## src/rtl/ctx_pkg.sv

```systemverilog
package ctx_pkg;
  typedef enum logic [1:0] {
    FMT_PAR8  = 2'b00,
    FMT_RAW8  = 2'b01,
    FMT_XBITS = 2'b10,
    FMT_RSVD  = 2'b11
  } frame_fmt_e;
endpackage

```

## src/rtl/ctx_pos_decode.sv

```systemverilog
module ctx_pos_decode
  import ctx_pkg::*;
#(
  parameter int IDX_W = 4,
  parameter int XW    = 3
) (
  input  frame_fmt_e        fmt,
  input  logic [XW-1:0]     xlen,
  output logic [IDX_W-1:0]  last_pos,
  output logic [IDX_W-1:0]  check_pos
);
  localparam logic [IDX_W-1:0] LEN_PAR8 = IDX_W'(9);
  localparam logic [IDX_W-1:0] LEN_RAW8 = IDX_W'(8);
  localparam logic [IDX_W-1:0] LEN_XMAX = IDX_W'(2**XW);
  localparam logic [IDX_W-1:0] ONE      = IDX_W'(1);

  always_comb begin
    unique case (fmt)
      FMT_RAW8:  last_pos = LEN_RAW8;
      FMT_XBITS: last_pos = (xlen == '0) ? LEN_XMAX : IDX_W'(xlen);
      default:   last_pos = LEN_PAR8;
    endcase
    check_pos = (last_pos > ONE) ? last_pos - ONE : ONE;
  end
endmodule

```

## src/rtl/ctx_ctrl.sv

```systemverilog
module ctx_ctrl #(
  parameter int IDX_W = 4
) (
  input  logic             clk,
  input  logic             rst,
  input  logic             start,
  input  logic             tick,
  input  logic [IDX_W-1:0] idx,
  input  logic             empty,
  input  logic [IDX_W-1:0] check_pos,
  input  logic [IDX_W-1:0] last_pos,
  output logic             active,
  output logic             accept,
  output logic             frame_end
);
  logic at_check, at_last, drop;

  assign at_check = tick & active & (idx == check_pos);
  assign at_last  = tick & active & (idx == last_pos);
  assign drop     = at_check & empty;

  always_ff @(posedge clk) begin
    if (rst) begin
      active    <= 1'b0;
      accept    <= 1'b0;
      frame_end <= 1'b0;
    end else begin
      frame_end <= 1'b0;
      if (!active) begin
        if (start) begin
          active <= 1'b1;
          accept <= 1'b1;
        end
      end else begin
        if (drop) accept <= 1'b0;
        if (at_last && (!accept || drop)) begin
          active    <= 1'b0;
          frame_end <= 1'b1;
        end
      end
    end
  end
endmodule

```

## src/rtl/ctx_top.sv

```systemverilog
module ctx_top
  import ctx_pkg::*;
#(
  parameter int IDX_W = 4,
  parameter int XW    = 3
) (
  input  logic             clk,
  input  logic             rst,
  input  logic             tx_start_i,
  input  logic [1:0]       fmt_i,
  input  logic [XW-1:0]    xlen_i,
  input  logic             bit_tick_i,
  input  logic [IDX_W-1:0] bit_idx_i,
  input  logic             fifo_empty_i,
  output logic             accept_o,
  output logic             frame_end_o
);
  frame_fmt_e       fmt_q;
  logic [XW-1:0]    xlen_q;
  logic [IDX_W-1:0] last_pos, check_pos;
  logic             active;

  always_ff @(posedge clk) begin
    if (rst) begin
      fmt_q  <= FMT_PAR8;
      xlen_q <= '0;
    end else if (tx_start_i && !active) begin
      fmt_q  <= frame_fmt_e'(fmt_i);
      xlen_q <= xlen_i;
    end
  end

  ctx_pos_decode #(.IDX_W(IDX_W), .XW(XW)) u_dec (
    .fmt       (fmt_q),
    .xlen      (xlen_q),
    .last_pos  (last_pos),
    .check_pos (check_pos)
  );

  ctx_ctrl #(.IDX_W(IDX_W)) u_ctrl (
    .clk       (clk),
    .rst       (rst),
    .start     (tx_start_i),
    .tick      (bit_tick_i),
    .idx       (bit_idx_i),
    .empty     (fifo_empty_i),
    .check_pos (check_pos),
    .last_pos  (last_pos),
    .active    (active),
    .accept    (accept_o),
    .frame_end (frame_end_o)
  );
endmodule

```

## config.mk

```make
export PLATFORM = sky130hd
export DESIGN_NAME = ctx_top
export DESIGN_NICKNAME = d
export VERILOG_FILES = /design/src/rtl/ctx_pkg.sv /design/src/rtl/ctx_pos_decode.sv /design/src/rtl/ctx_ctrl.sv /design/src/rtl/ctx_top.sv
export SDC_FILE = /design/constraint.sdc
export NUM_CORES = 1
export LEC_CHECK = 0
export BUFFER_PORTS_ARGS = -buffer_cell sky130_fd_sc_hd__buf_2
export CAP_MARGIN = 20
export CORE_MARGIN = 3
export CORE_UTILIZATION = 46
export CTS_CLUSTER_DIAMETER = 50
export DETAILED_ROUTE_END_ITERATION = 6
export PLACE_DENSITY_LB_ADDON = 0.1
export SKIP_CTS_REPAIR_TIMING = 1
export SYNTH_ARGS = -nofsm -noshare
export SYNTH_HDL_FRONTEND = slang
export SYNTH_SLANG_ARGS = --single-unit
export TNS_END_PERCENT = 1
```

## constraint.sdc

```tcl
create_clock -name clk -period 2.2 [get_ports clk]
set_input_delay 0.11 -clock clk [delete_from_list [all_inputs] [get_ports clk]]
set_output_delay 0.11 -clock clk [all_outputs]
set_load 0.05 [all_outputs]
```

# Word-level counts from Yosys, hierarchy flattened
# Cells that the tools add are included.
# word_totals
regBits	8
latchBits	0
ram_bits	0
rom_bits	0
input_bits	14
wordCells	36
mem_count	0
# classes
addsub	1
mul	0
div	0
magnitude_cmp	1
n_eq_ne	5
n_shift	0
n_mux	10
bitwise	5
reduce_logical	9
# op_table
op	count
4-bit == test	2
4-bit 2-to-1 mux	2
4-bit one-hot mux with 2 select lines	1
1-bit 2-to-1 mux	7
1-bit AND	4
4-bit by 1-bit > comparator with 1-bit output (second input constant)	1
4-bit by 1-bit subtractor with 4-bit output (second input constant)	1
3-bit zero test	1
2-bit by 1-bit == test with 1-bit output (second input constant)	1
2-bit == test (second input constant)	1
1-bit logical AND	2
1-bit zero test	2
2-bit inequality test (second input constant)	1
2-bit AND reduction	1
2-bit nonzero test	1
2-bit OR reduction	1
1-bit logical OR	1
1-bit inverter	1

# Depth between registers and ports, before layout
# Gate-level depths: netlist of the first run.
# logic_depth
word_depth	12
ltp_mapped	11
mapped_depth_nobuf	10

# By module
# A second synthesis of the first run with hierarchy kept.
# unflattened
hier_cells	61
hier_area_um2	573.0
# by_module_without_submodules
module	instances	cells_per_inst	area_per_inst_um2	seq_area_each_um2
ctx_top	1	21	226.5	100.1
ctx_ctrl	1	20	195.2	60.1
ctx_pos_decode	1	20	151.4	0.0

# Worst setup path after synthesis of the first run
# No wires, ideal clock.
# synth_timing
kind	flip-flop to flip-flop
from	register fmt_q[0]
to	register u_ctrl.frame_end
setup_ns	0.060
arrival_time_ns	2.126
t_required_ns	2.140
slack_ns	0.013
path_stages_with_launch	12
cell_sequence	dfxtp_1 -> inv_1 -> ha_1 -> buf_6 -> nand2b_1 -> nand2_1 -> ha_1 -> nand3b_1 -> o211a_1 -> o2111ai_1 -> o41ai_2 -> and3b_1
# synth_via
elab_chain_len	10
word_cells_on_any_way	14
# synth_lines
element	line	text
start: declaration	ctx_top.sv:18	frame_fmt_e fmt_q;
start signal: assignment	ctx_top.sv:28	fmt_q <= frame_fmt_e'(fmt_i);
2-bit == test or 2-bit by 1-bit == test with 1-bit output (tied branches)	ctx_pos_decode.sv:18	unique case (fmt)
4-bit one-hot mux with 2 select lines (*)	ctx_pos_decode.sv:18	
4-bit by 1-bit subtractor with 4-bit output or 4-bit by 1-bit > comparator with 1-bit output (tied branches)	ctx_pos_decode.sv:23	check_pos = (last_pos > ONE) ? last_pos - ONE : ONE;
4-bit 2-to-1 mux	ctx_pos_decode.sv:23	
4-bit == test	ctx_ctrl.sv:18	assign at_check = tick & active & (idx == check_pos);
1-bit AND	ctx_ctrl.sv:18	
1-bit AND	ctx_ctrl.sv:20	assign drop = at_check & empty;
1-bit logical OR	ctx_ctrl.sv:36	if (at_last && (!accept || drop)) begin
1-bit logical AND (*)	ctx_ctrl.sv:36	
1-bit 2-to-1 mux (*)	ctx_ctrl.sv:36	
end signal: assignment	ctx_ctrl.sv:26	frame_end <= 1'b0;
end signal: assignment	ctx_ctrl.sv:28	frame_end <= 1'b0;
end signal: assignment	ctx_ctrl.sv:38	frame_end <= 1'b1;
end: declaration	ctx_ctrl.sv:14	output logic frame_end
# Every way passes the cells marked *; elsewhere a longest branch is shown, timed or not.
# A chain may end at the register's enable or synchronous reset.

# Worst setup path after layout of the first run
# Same ends and word-level chain as after synthesis.

==> impl_metrics.env, run 1 <==
export IMPL_synth_top_area_share_pct=24.1
export IMPL_met1_usage_pct=21.0
export IMPL_yosys_top_cells_count="nor2_1, dfxtp_1, a21oi_1, inv_1, mux2i_1"
export IMPL_grt_pass1_wl_um=2430
export IMPL_p_int_mw=0.288
export IMPL_synth_fa_ha_area_share_pct=5.65
export IMPL_p_total_mw=0.416
export IMPL_worstSetupPathType="flop to flop"
export IMPL_clk_pin_slew_ns=0.05
export IMPL_clock_power_share_pct=25.8
export IMPL_synth_distinct_cells=36
export IMPL_nNetsFinal=129
export IMPL_fmax_mhz=466
export IMPL_cts_sinks=8
export IMPL_final_setup_worst_slack_ns=0.0529
export IMPL_synth_largest_area_cell="dfxtp_1"
export IMPL_syn_num_nets=101
export IMPL_synthXorXnorAreaFrac_pct=5.27
export IMPL_area_growth_pct=31.5
export IMPL_async_reset_ff_share_pct=0
export IMPL_hpwlAfterDp_um=1160
export IMPL_num_rows=13
export IMPL_grt_use_met3_pct=2.90
export IMPL_drc=0
export IMPL_min_delay_path_class="primary input to flop"
export IMPL_antenna_found_initial=0
export IMPL_core_area_um2=1330
export IMPL_place_gp_congestion=0.799
export IMPL_fin_area_um2=873
export IMPL_routed_wl_um=1520
export IMPL_clkLatencyLatePin_ns=0.25
export IMPL_p_comb_share_pct=35.4
export IMPL_synth_simple_area_share_pct=26.2
export IMPL_postSynthCellCount=84
export IMPL_min_period_ns=2.15
export IMPL_drtIter0Drc=14
export IMPL_r2r_setup_slack_ns=0.05
export IMPL_cts_tree="yes"
export IMPL_yosysSeqAreaShare_pct=24.1
export IMPL_num_fill_cells=120
export IMPL_ys_warn_count=0
export IMPL_io_pins=16
export IMPL_p_sw_mw=0.128
export IMPL_cts_inserted_buffers=3
export IMPL_grtUsageMet2_pct=27.3
export IMPL_synth_top_family_by_area="simple AND/OR/NAND/NOR gates"
export IMPL_portBuffers=15
export IMPL_avgSynthCellArea_um2=7.91
export IMPL_die_area_um2=1940
export IMPL_grt_total_usage_pct=17.4
export IMPL_overflow=0
export IMPL_cp_arrival_ns=2.34
export IMPL_clock_skew_ns=0.00317
export IMPL_yosysMostFrequentCell="nor2_1"
export IMPL_rsz0062_at_grt="true"
export IMPL_ys_seq_elements=8
export IMPL_place_inst=118
export IMPL_drv_slew=0
export IMPL_crit_path_max_fanout=3
export IMPL_n_antenna_cell=0
export IMPL_synth_ff_type="dfxtp_1"
export IMPL_seqCellArea_um2=163
export IMPL_worst_slew_pin_slew_ns=0.639
export IMPL_maxCapViolCount=0
export IMPL_synth_mux_area_share_pct=7.53
export IMPL_setup_viol=0
export IMPL_firstDrtPassIters=4
export IMPL_synth_edff_count=0
export IMPL_switching_share_pct=30.7
export IMPL_dp_slack_ns=-0.0327
export IMPL_max_slew_margin_rel_pct=57.3
export IMPL_drive_above_1_share_pct=34.5
export IMPL_drtAntennaViolNets=0
export IMPL_p_per_area_nw_per_um2=476
export IMPL_endpoint_kind="flop"
export IMPL_grt_max_degree=9
export IMPL_synth_area_leaders="dfxtp_1, mux2i_1, nor2_1, ha_1, xnor2_1"
export IMPL_root_buffer="clkbuf_4"
export IMPL_synth_area_um2=664
export IMPL_p_seq_share_pct=38.7
export IMPL_utilization_pct=65.5
export IMPL_finalHoldViolations=0
export IMPL_status="finished, final reports clean"
export IMPL_htreeDepth=1
export IMPL_multi_input_area_um2=485
export IMPL_start_kind="flop"
export IMPL_via_count=696
export IMPL_grt_pass1_vias=596
export IMPL_routedWlPerCell_um=12.1
export IMPL_die_y_um=44.0
export IMPL_fin_crit_sh_pct=97.6
export IMPL_synth_compound_area_share_pct=24.9
export IMPL_required_ns=2.39
export IMPL_vdd_drop_max_mv=0.316
export IMPL_start_util_pct=49.8
export IMPL_die_x_um=44.0
export IMPL_placedInstanceArea_um2=795
export IMPL_fin_cells=125
export IMPL_p_leak_nw=0.380
export IMPL_clockBufferDepth=2
export IMPL_busiest_layer="met2"
export IMPL_avgViaCountPerCell=5.57
[power by group through the flow]
stage / registers, mW / logic, mW / clock network [mW]
detailed placement: 0.163 / 0.138 / 0
global route: 0.162 / 0.165 / 0.121
global placement: 0.163 / 0.136 / 0
finish: 0.161 / 0.147 / 0.107
floorplan: 0.168 / 0.0896 / 0
CTS: 0.160 / 0.138 / 0.112
[per-layer routing]
layer	wire length, µm	share of wire (%)
met1	660	44
met2	749	49
met3	80	5.3
met4	26	1.7
met5	0	0
[through the flow]
step / TNS, ns / hold WS, ns
after global placement: 0 / 0.334
after detailed placement: -0.0604 / 0.340
after global routing: -0.195 / 0.0959
after floorplan: 0 / 0.249
final: 0 / 0.0883
after CTS: -0.0860 / 0.0778
[layout by cell type (no fill, tap or decap), types with 2 or more instances in the layout]
master | Yosys | final
o2111ai_1 | 2 | 2
clkbuf_4 | 0 | 3
buf_2 | 1 | 15
a21oi_1 | 5 | 4
buf_4 | 0 | 12
nor2b_1 | 3 | 3
nand3b_1 | 2 | 2
nor3b_1 | 3 | 3
o211ai_1 | 2 | 2
dfxtp_2 | 0 | 2
xnor2_1 | 3 | 3
nand2b_1 | 4 | 4
inv_1 | 5 | 4
nand2_1 | 4 | 4
mux2i_1 | 5 | 5
nor2_1 | 12 | 12
dfxtp_1 | 8 | 6
o21ai_0 | 2 | 2
[worst max-delay path, stage by stage (launching register included)]
cell and delay (ns):
dfxtp_2 0.33, inv_2 0.05, ha_4 0.20, nand3b_1 0.19, ha_2 0.22, nand3b_1 0.19
a21oi_2 0.14, o211ai_1 0.13, o41ai_2 0.44, and3b_1 0.21
[path summary, 6_finish.rpt]
kind	start	cells after the start	to
max	fmt_q[0]	9	u_ctrl.frame_end
min	fmt_i[1]	3	fmt_q[1]
max reg2reg	fmt_q[0]	9	u_ctrl.frame_end
min reg2reg	u_ctrl.accept	2	u_ctrl.accept
[registers in the layout, indices dropped and copies added (netlist names)]
name	cells
fmt_q	2
u_ctrl.accept	1
u_ctrl.frame_end	1
xlen_q	3
u_ctrl.active	1
[cells by family after synthesis]
kind of cell | Yosys count
flops | 8
xor+xnor | 4
fa+ha+maj | 3
compound gates | 22
simple gates | 33
mux | 5
buf+inv | 9
[area by class of cell]
cell class | count | area share, %
Clock buffer | 3 | 2.58
Timing Repair Buffer | 27 | 18.9
Multi-Input combinational cell | 67 | 55.6
Inverter | 5 | 2.15
Tap cell | 15 | 2.15
Sequential cell | 8 | 18.6
No activity file was read; power rests on OpenSTA's default activity.
==> inputs of run 2 (changes only) <==
--- a/config.mk
+++ b/config.mk
@@ -8,7 +8,7 @@
 export BUFFER_PORTS_ARGS = -buffer_cell sky130_fd_sc_hd__buf_2
 export CAP_MARGIN = 20
 export CORE_MARGIN = 3
-export CORE_UTILIZATION = 46
+export CORE_UTILIZATION = 30
 export CTS_CLUSTER_DIAMETER = 50
 export DETAILED_ROUTE_END_ITERATION = 6
 export PLACE_DENSITY_LB_ADDON = 0.1
==> constraint.sdc (replaced) <==
create_clock -name clk -period 2.46 [get_ports clk]
set_input_delay 0.123 -clock clk [delete_from_list [all_inputs] [get_ports clk]]
set_output_delay 0.123 -clock clk [all_outputs]
set_load 0.05 [all_outputs]
==> impl_metrics.env, run 2 (synthesis gave the netlist of run 1 again) <==
export IMPL_cp_arrival_ns=2.53
export IMPL_n_antenna_cell=0
export IMPL_top_layer_used="met3"
export IMPL_cts_tree="yes"
export IMPL_top_regs="xlen_q (3), fmt_q (2)"
export IMPL_crit_chain="inv_1, ha_4, nand2b_1, nand2_1, ha_2, o31ai_1, o211ai_1, o41ai_2, and3b_1"
export IMPL_grt_total_usage_pct=12.2
export IMPL_nNetsFinal=121
export IMPL_tns_ns=0
export IMPL_maxCapViolCount=0
export IMPL_portBuffers=15
export IMPL_clockBufferDepth=2
export IMPL_endpoint_kind="flop"
export IMPL_status="finished, final reports clean"
export IMPL_largest_reg_flops=3
export IMPL_fin_crit_sh_pct=94.9
export IMPL_clk_pin_slew_ns=0.05
export IMPL_clkLatencyLatePin_ns=0.25
export IMPL_root_buffer="clkbuf_4"
export IMPL_p_seq_share_pct=39.6
export IMPL_min_period_ns=2.34
export IMPL_antenna_found_initial=0
export IMPL_cpMaxStageDelayCell="o41ai_2"
export IMPL_p_per_area_nw_per_um2=443
export IMPL_required_ns=2.66
export IMPL_cp_slowest_stage_delay_ns=0.46
export IMPL_p_leak_nw=0.342
export IMPL_start_util_pct=32.9
export IMPL_layout_common_cells="buf_2, nor2_1, dfxtp_1"
export IMPL_area_growth_pct=23.0
export IMPL_finalHoldViolations=0
export IMPL_grt_pass1_vias=598
export IMPL_p_sw_mw=0.112
export IMPL_fmax_mhz=428
export IMPL_grt_max_degree=11
export IMPL_start_kind="flop"
export IMPL_met2WireLength_um=676
export IMPL_core_area_um2=2020
export IMPL_routedWlPerCell_um=11.5
export IMPL_routed_wl_um=1490
export IMPL_p_comb_share_pct=33.2
export IMPL_crit_path_max_fanout=10
export IMPL_max_slew_margin_rel_pct=58.6
export IMPL_rsz0062_at_grt="false"
export IMPL_worst_slew_pin_slew_ns=0.619
export IMPL_drive_above_1_share_pct=24.5
export IMPL_dp_slack_ns=0.0645
export IMPL_num_rows=16
export IMPL_clock_power_share_pct=27.2
export IMPL_die_y_um=53.1
export IMPL_die_x_um=53.1
export IMPL_cts_inserted_buffers=3
export IMPL_cp_buffers_inverters=1
export IMPL_avgViaCountPerCell=4.98
export IMPL_clock_skew_ns=0.00209
export IMPL_hpwlAfterDp_um=1230
export IMPL_vdd_drop_max_mv=0.251
export IMPL_final_common_cell="buf_2"
export IMPL_setup_viol=0
export IMPL_drtAntennaViolNets=0
export IMPL_num_fill_cells=226
export IMPL_drc=0
export IMPL_drv_slew=0
export IMPL_met1Wirelength_um=734
export IMPL_cts_sinks=8
export IMPL_regMostFlops="xlen_q"
export IMPL_grt_pass1_wl_um=2500
export IMPL_switching_share_pct=31.0
export IMPL_cpLargestDelayFamily="compound AO/OA/AOI/OAI gates"
export IMPL_final_setup_worst_slack_ns=0.125
export IMPL_whs_ns=0.102
export IMPL_p_int_mw=0.250
export IMPL_htreeDepth=1
export IMPL_wl_met3_um=77
export IMPL_worstSetupPathType="flop to flop"
export IMPL_io_pins=16
export IMPL_drtIter0Drc=10
export IMPL_min_delay_path_class="primary input to flop"
export IMPL_overflow=0
export IMPL_place_gp_congestion=0.854
export IMPL_via_count=643
export IMPL_die_area_um2=2820
export IMPL_firstDrtPassIters=3
==> run 2: cell types whose count changed in the layout (fill, tap and decap cells not counted), sizes merged <==
cell | before | now
buf | 27 | 19
==> run 2: metrics by stage <==
step / instances / cell area (µm²) / total power [mW] / util [%]
floorplan: 84 / 664 / 0.230 / -
global placement: 126 / 779 / 0.265 / 38.6
detailed placement: 126 / 779 / 0.263 / 38.6
CTS: 129 / 802 / 0.365 / 39.7
global route: 129 / 817 / 0.390 / 40.4
finish: 129 / 817 / 0.362 / 40.4
==> run 2: final timing paths <==
path,from,end,slack (ns),cells after the start
hold reg to reg,u_ctrl.accept,u_ctrl.accept,0.49,2
setup / recovery,fmt_q[0],u_ctrl.frame_end,0.12,9
hold / removal,fmt_i[1],fmt_q[1],0.10,3
setup reg to reg,fmt_q[0],u_ctrl.frame_end,0.12,9
==> run 2: tightest hold or removal path: stages <==
cell and delay [ns]:
buf_2 0.07, a21oi_1 0.05, nor2_1 0.07
==> run 2: power groups by stage <==
stage / logic (mW) / clock network, mW / registers [mW]
3_3_place_gp: 0.119 / 0 / 0.146
6_report: 0.120 / 0.0984 / 0.143
5_1_grt: 0.135 / 0.110 / 0.145
4_1_cts: 0.118 / 0.104 / 0.143
2_1_floorplan: 0.0801 / 0 / 0.150
3_5_place_dp: 0.118 / 0 / 0.146
==> run 2: layer usage <==
metal	vias to the layer above	track usage [%]
met1	287	15.7
li1	340	-
met5	-	0
met3	0	2.82
met4	0	7.23
met2	16	18.4
==> run 2: layout make-up <==
| type | instances | area (µm²) | area share, % |
|---|---|---|---|
| multi-input combinational | 67 | 477 | 58.3 |
| sequential | 8 | 160 | 19.6 |
| timing repair buffer | 19 | 105 | 12.9 |
| tap | 27 | 33.8 | 4.13 |
| clock buffer | 3 | 22.5 | 2.76 |
| inverter | 5 | 18.8 | 2.30 |
==> inputs of run 3 (changes only) <==
--- a/config.mk
+++ b/config.mk
@@ -12,6 +12,7 @@
 export CTS_CLUSTER_DIAMETER = 50
 export DETAILED_ROUTE_END_ITERATION = 6
 export PLACE_DENSITY_LB_ADDON = 0.1
+export REMOVE_ABC_BUFFERS = 1
 export SKIP_CTS_REPAIR_TIMING = 1
 export SYNTH_ARGS = -nofsm -noshare
 export SYNTH_HDL_FRONTEND = slang
==> impl_metrics.env, run 3 (synthesis gave the netlist of run 1 again) <==
export IMPL_grt_total_usage_pct=13.3
export IMPL_drive_above_1_share_pct=27.4
export IMPL_status="finished, final reports clean"
export IMPL_n_antenna_cell=0
export IMPL_start_kind="flop"
export IMPL_htreeDepth=1
export IMPL_avgViaCountPerCell=4.94
export IMPL_drc=0
export IMPL_clkLatencyLatePin_ns=0.25
export IMPL_largest_reg_flops=3
export IMPL_finalHoldViolations=0
export IMPL_fin_crit_sh_pct=94.4
export IMPL_cpLargestDelayFamily="compound AO/OA/AOI/OAI gates"
export IMPL_area_growth_pct=27.3
export IMPL_grt_pass1_vias=629
export IMPL_start_util_pct=32.9
export IMPL_clk_pin_slew_ns=0.06
export IMPL_worst_slew_pin_slew_ns=0.680
export IMPL_min_delay_path_class="primary input to flop"
export IMPL_regMostFlops="xlen_q"
export IMPL_layout_common_cells="buf_2, nor2_1, buf_4, dfxtp_1"
export IMPL_cp_arrival_ns=2.51
export IMPL_firstDrtPassIters=4
export IMPL_cp_buffers_inverters=1
export IMPL_drv_slew=0
export IMPL_cp_common_cell="nand3b_1"
export IMPL_place_gp_congestion=0.884
export IMPL_core_area_um2=2020
export IMPL_hpwlAfterDp_um=1320
export IMPL_final_setup_worst_slack_ns=0.139
export IMPL_nNetsFinal=125
export IMPL_utilization_pct=41.8
export IMPL_drtIter0Drc=5
export IMPL_drtAntennaViolNets=0
export IMPL_p_per_area_nw_per_um2=438
export IMPL_crit_chain="inv_1, ha_1, nand3b_1, ha_4, nand3b_1, a21oi_1, o211ai_1, o41ai_2, and3b_1"
export IMPL_cts_sinks=8
export IMPL_worstSetupPathType="flop to flop"
export IMPL_grt_pass1_wl_um=2750
export IMPL_required_ns=2.65
export IMPL_clockBufferDepth=2
export IMPL_busiest_layer="met2"
export IMPL_endpoint_kind="flop"
export IMPL_maxCapViolCount=0
export IMPL_fmax_mhz=431
export IMPL_min_period_ns=2.32
export IMPL_final_common_cell="buf_2"
export IMPL_root_buffer="clkbuf_4"
export IMPL_routed_wl_um=1680
export IMPL_grtUsageMet2_pct=22.1
export IMPL_die_x_um=53.1
export IMPL_dp_slack_ns=0.0539
export IMPL_die_y_um=53.1
export IMPL_grt_max_degree=9
export IMPL_cpMaxStageDelayCell="o41ai_2"
export IMPL_p_leak_nw=0.363
export IMPL_cp_slowest_stage_delay_ns=0.47
export IMPL_num_fill_cells=217
export IMPL_top_regs="xlen_q (3), fmt_q (2)"
export IMPL_via_count=657
export IMPL_grt_use_met3_pct=1.41
export IMPL_setup_viol=0
export IMPL_met1_usage_pct=16.8
export IMPL_antenna_found_initial=0
export IMPL_portBuffers=15
export IMPL_vdd_drop_max_mv=0.328
export IMPL_io_pins=16
export IMPL_die_area_um2=2820
export IMPL_routedWlPerCell_um=12.6
export IMPL_num_rows=16
export IMPL_cts_inserted_buffers=3
export IMPL_crit_path_max_fanout=3
export IMPL_max_slew_margin_rel_pct=54.6
export IMPL_clock_skew_ns=0.00421
export IMPL_cts_tree="yes"
export IMPL_overflow=0
-- run 3: power breakdown --
part,switching (mW),internal (mW),total [mW]
Combinational,0.0671,0.0607,0.128
Clock,0.0435,0.0558,0.0992
Sequential,0.00589,0.137,0.143
-- run 3: per-stage QoR --
step           instance area [µm²]  power [mW]  std cells  hold WS [ns]    TNS, ns
4_1_cts                        810       0.368        130        0.0948          0
3_5_place_dp                   787       0.266        127         0.357          0
6_report                       846       0.370        133        0.0999          0
5_1_grt                        846       0.396        133        0.0950  -0.000689
3_3_place_gp                   787       0.268        127         0.348          0
2_1_floorplan                  641       0.226         80         0.192          0
-- run 3: final timing paths --
kind	slack, ns	end	cells past startpoint	startpoint
setup / recovery	0.14	u_ctrl.frame_end	9	fmt_q[0]
hold / removal	0.1	fmt_q[1]	3	fmt_i[1]
setup reg to reg	0.14	u_ctrl.frame_end	9	fmt_q[0]
hold reg to reg	0.50	u_ctrl.accept	2	u_ctrl.accept
-- run 3: worst min-delay path, delay by kind of cell --
| family | cells | cell delay [ns] |
|---|---|---|
| buffers and inverters | 1 | 0.08 |
| AND/OR/NAND/NOR | 1 | 0.07 |
| AO/OA/AOI/OAI | 1 | 0.05 |
-- run 3: layer usage --
layer	routed length [µm]	vias up	part of all wire, %
met5	0	-	0
met2	827	10	49
met1	779	300	47
met4	0	0	0
li1	-	347	-
met3	68	0	4.1
-- run 3: layout make-up --
cell class | instances | area [µm²] | share of cell area, %
multi-input combinational | 67 | 474 | 56.1
sequential | 8 | 161 | 19.1
timing repair buffer | 23 | 135 | 16.0
tap | 27 | 33.8 | 3.99
clock buffer | 3 | 22.5 | 2.66
inverter | 5 | 18.8 | 2.22
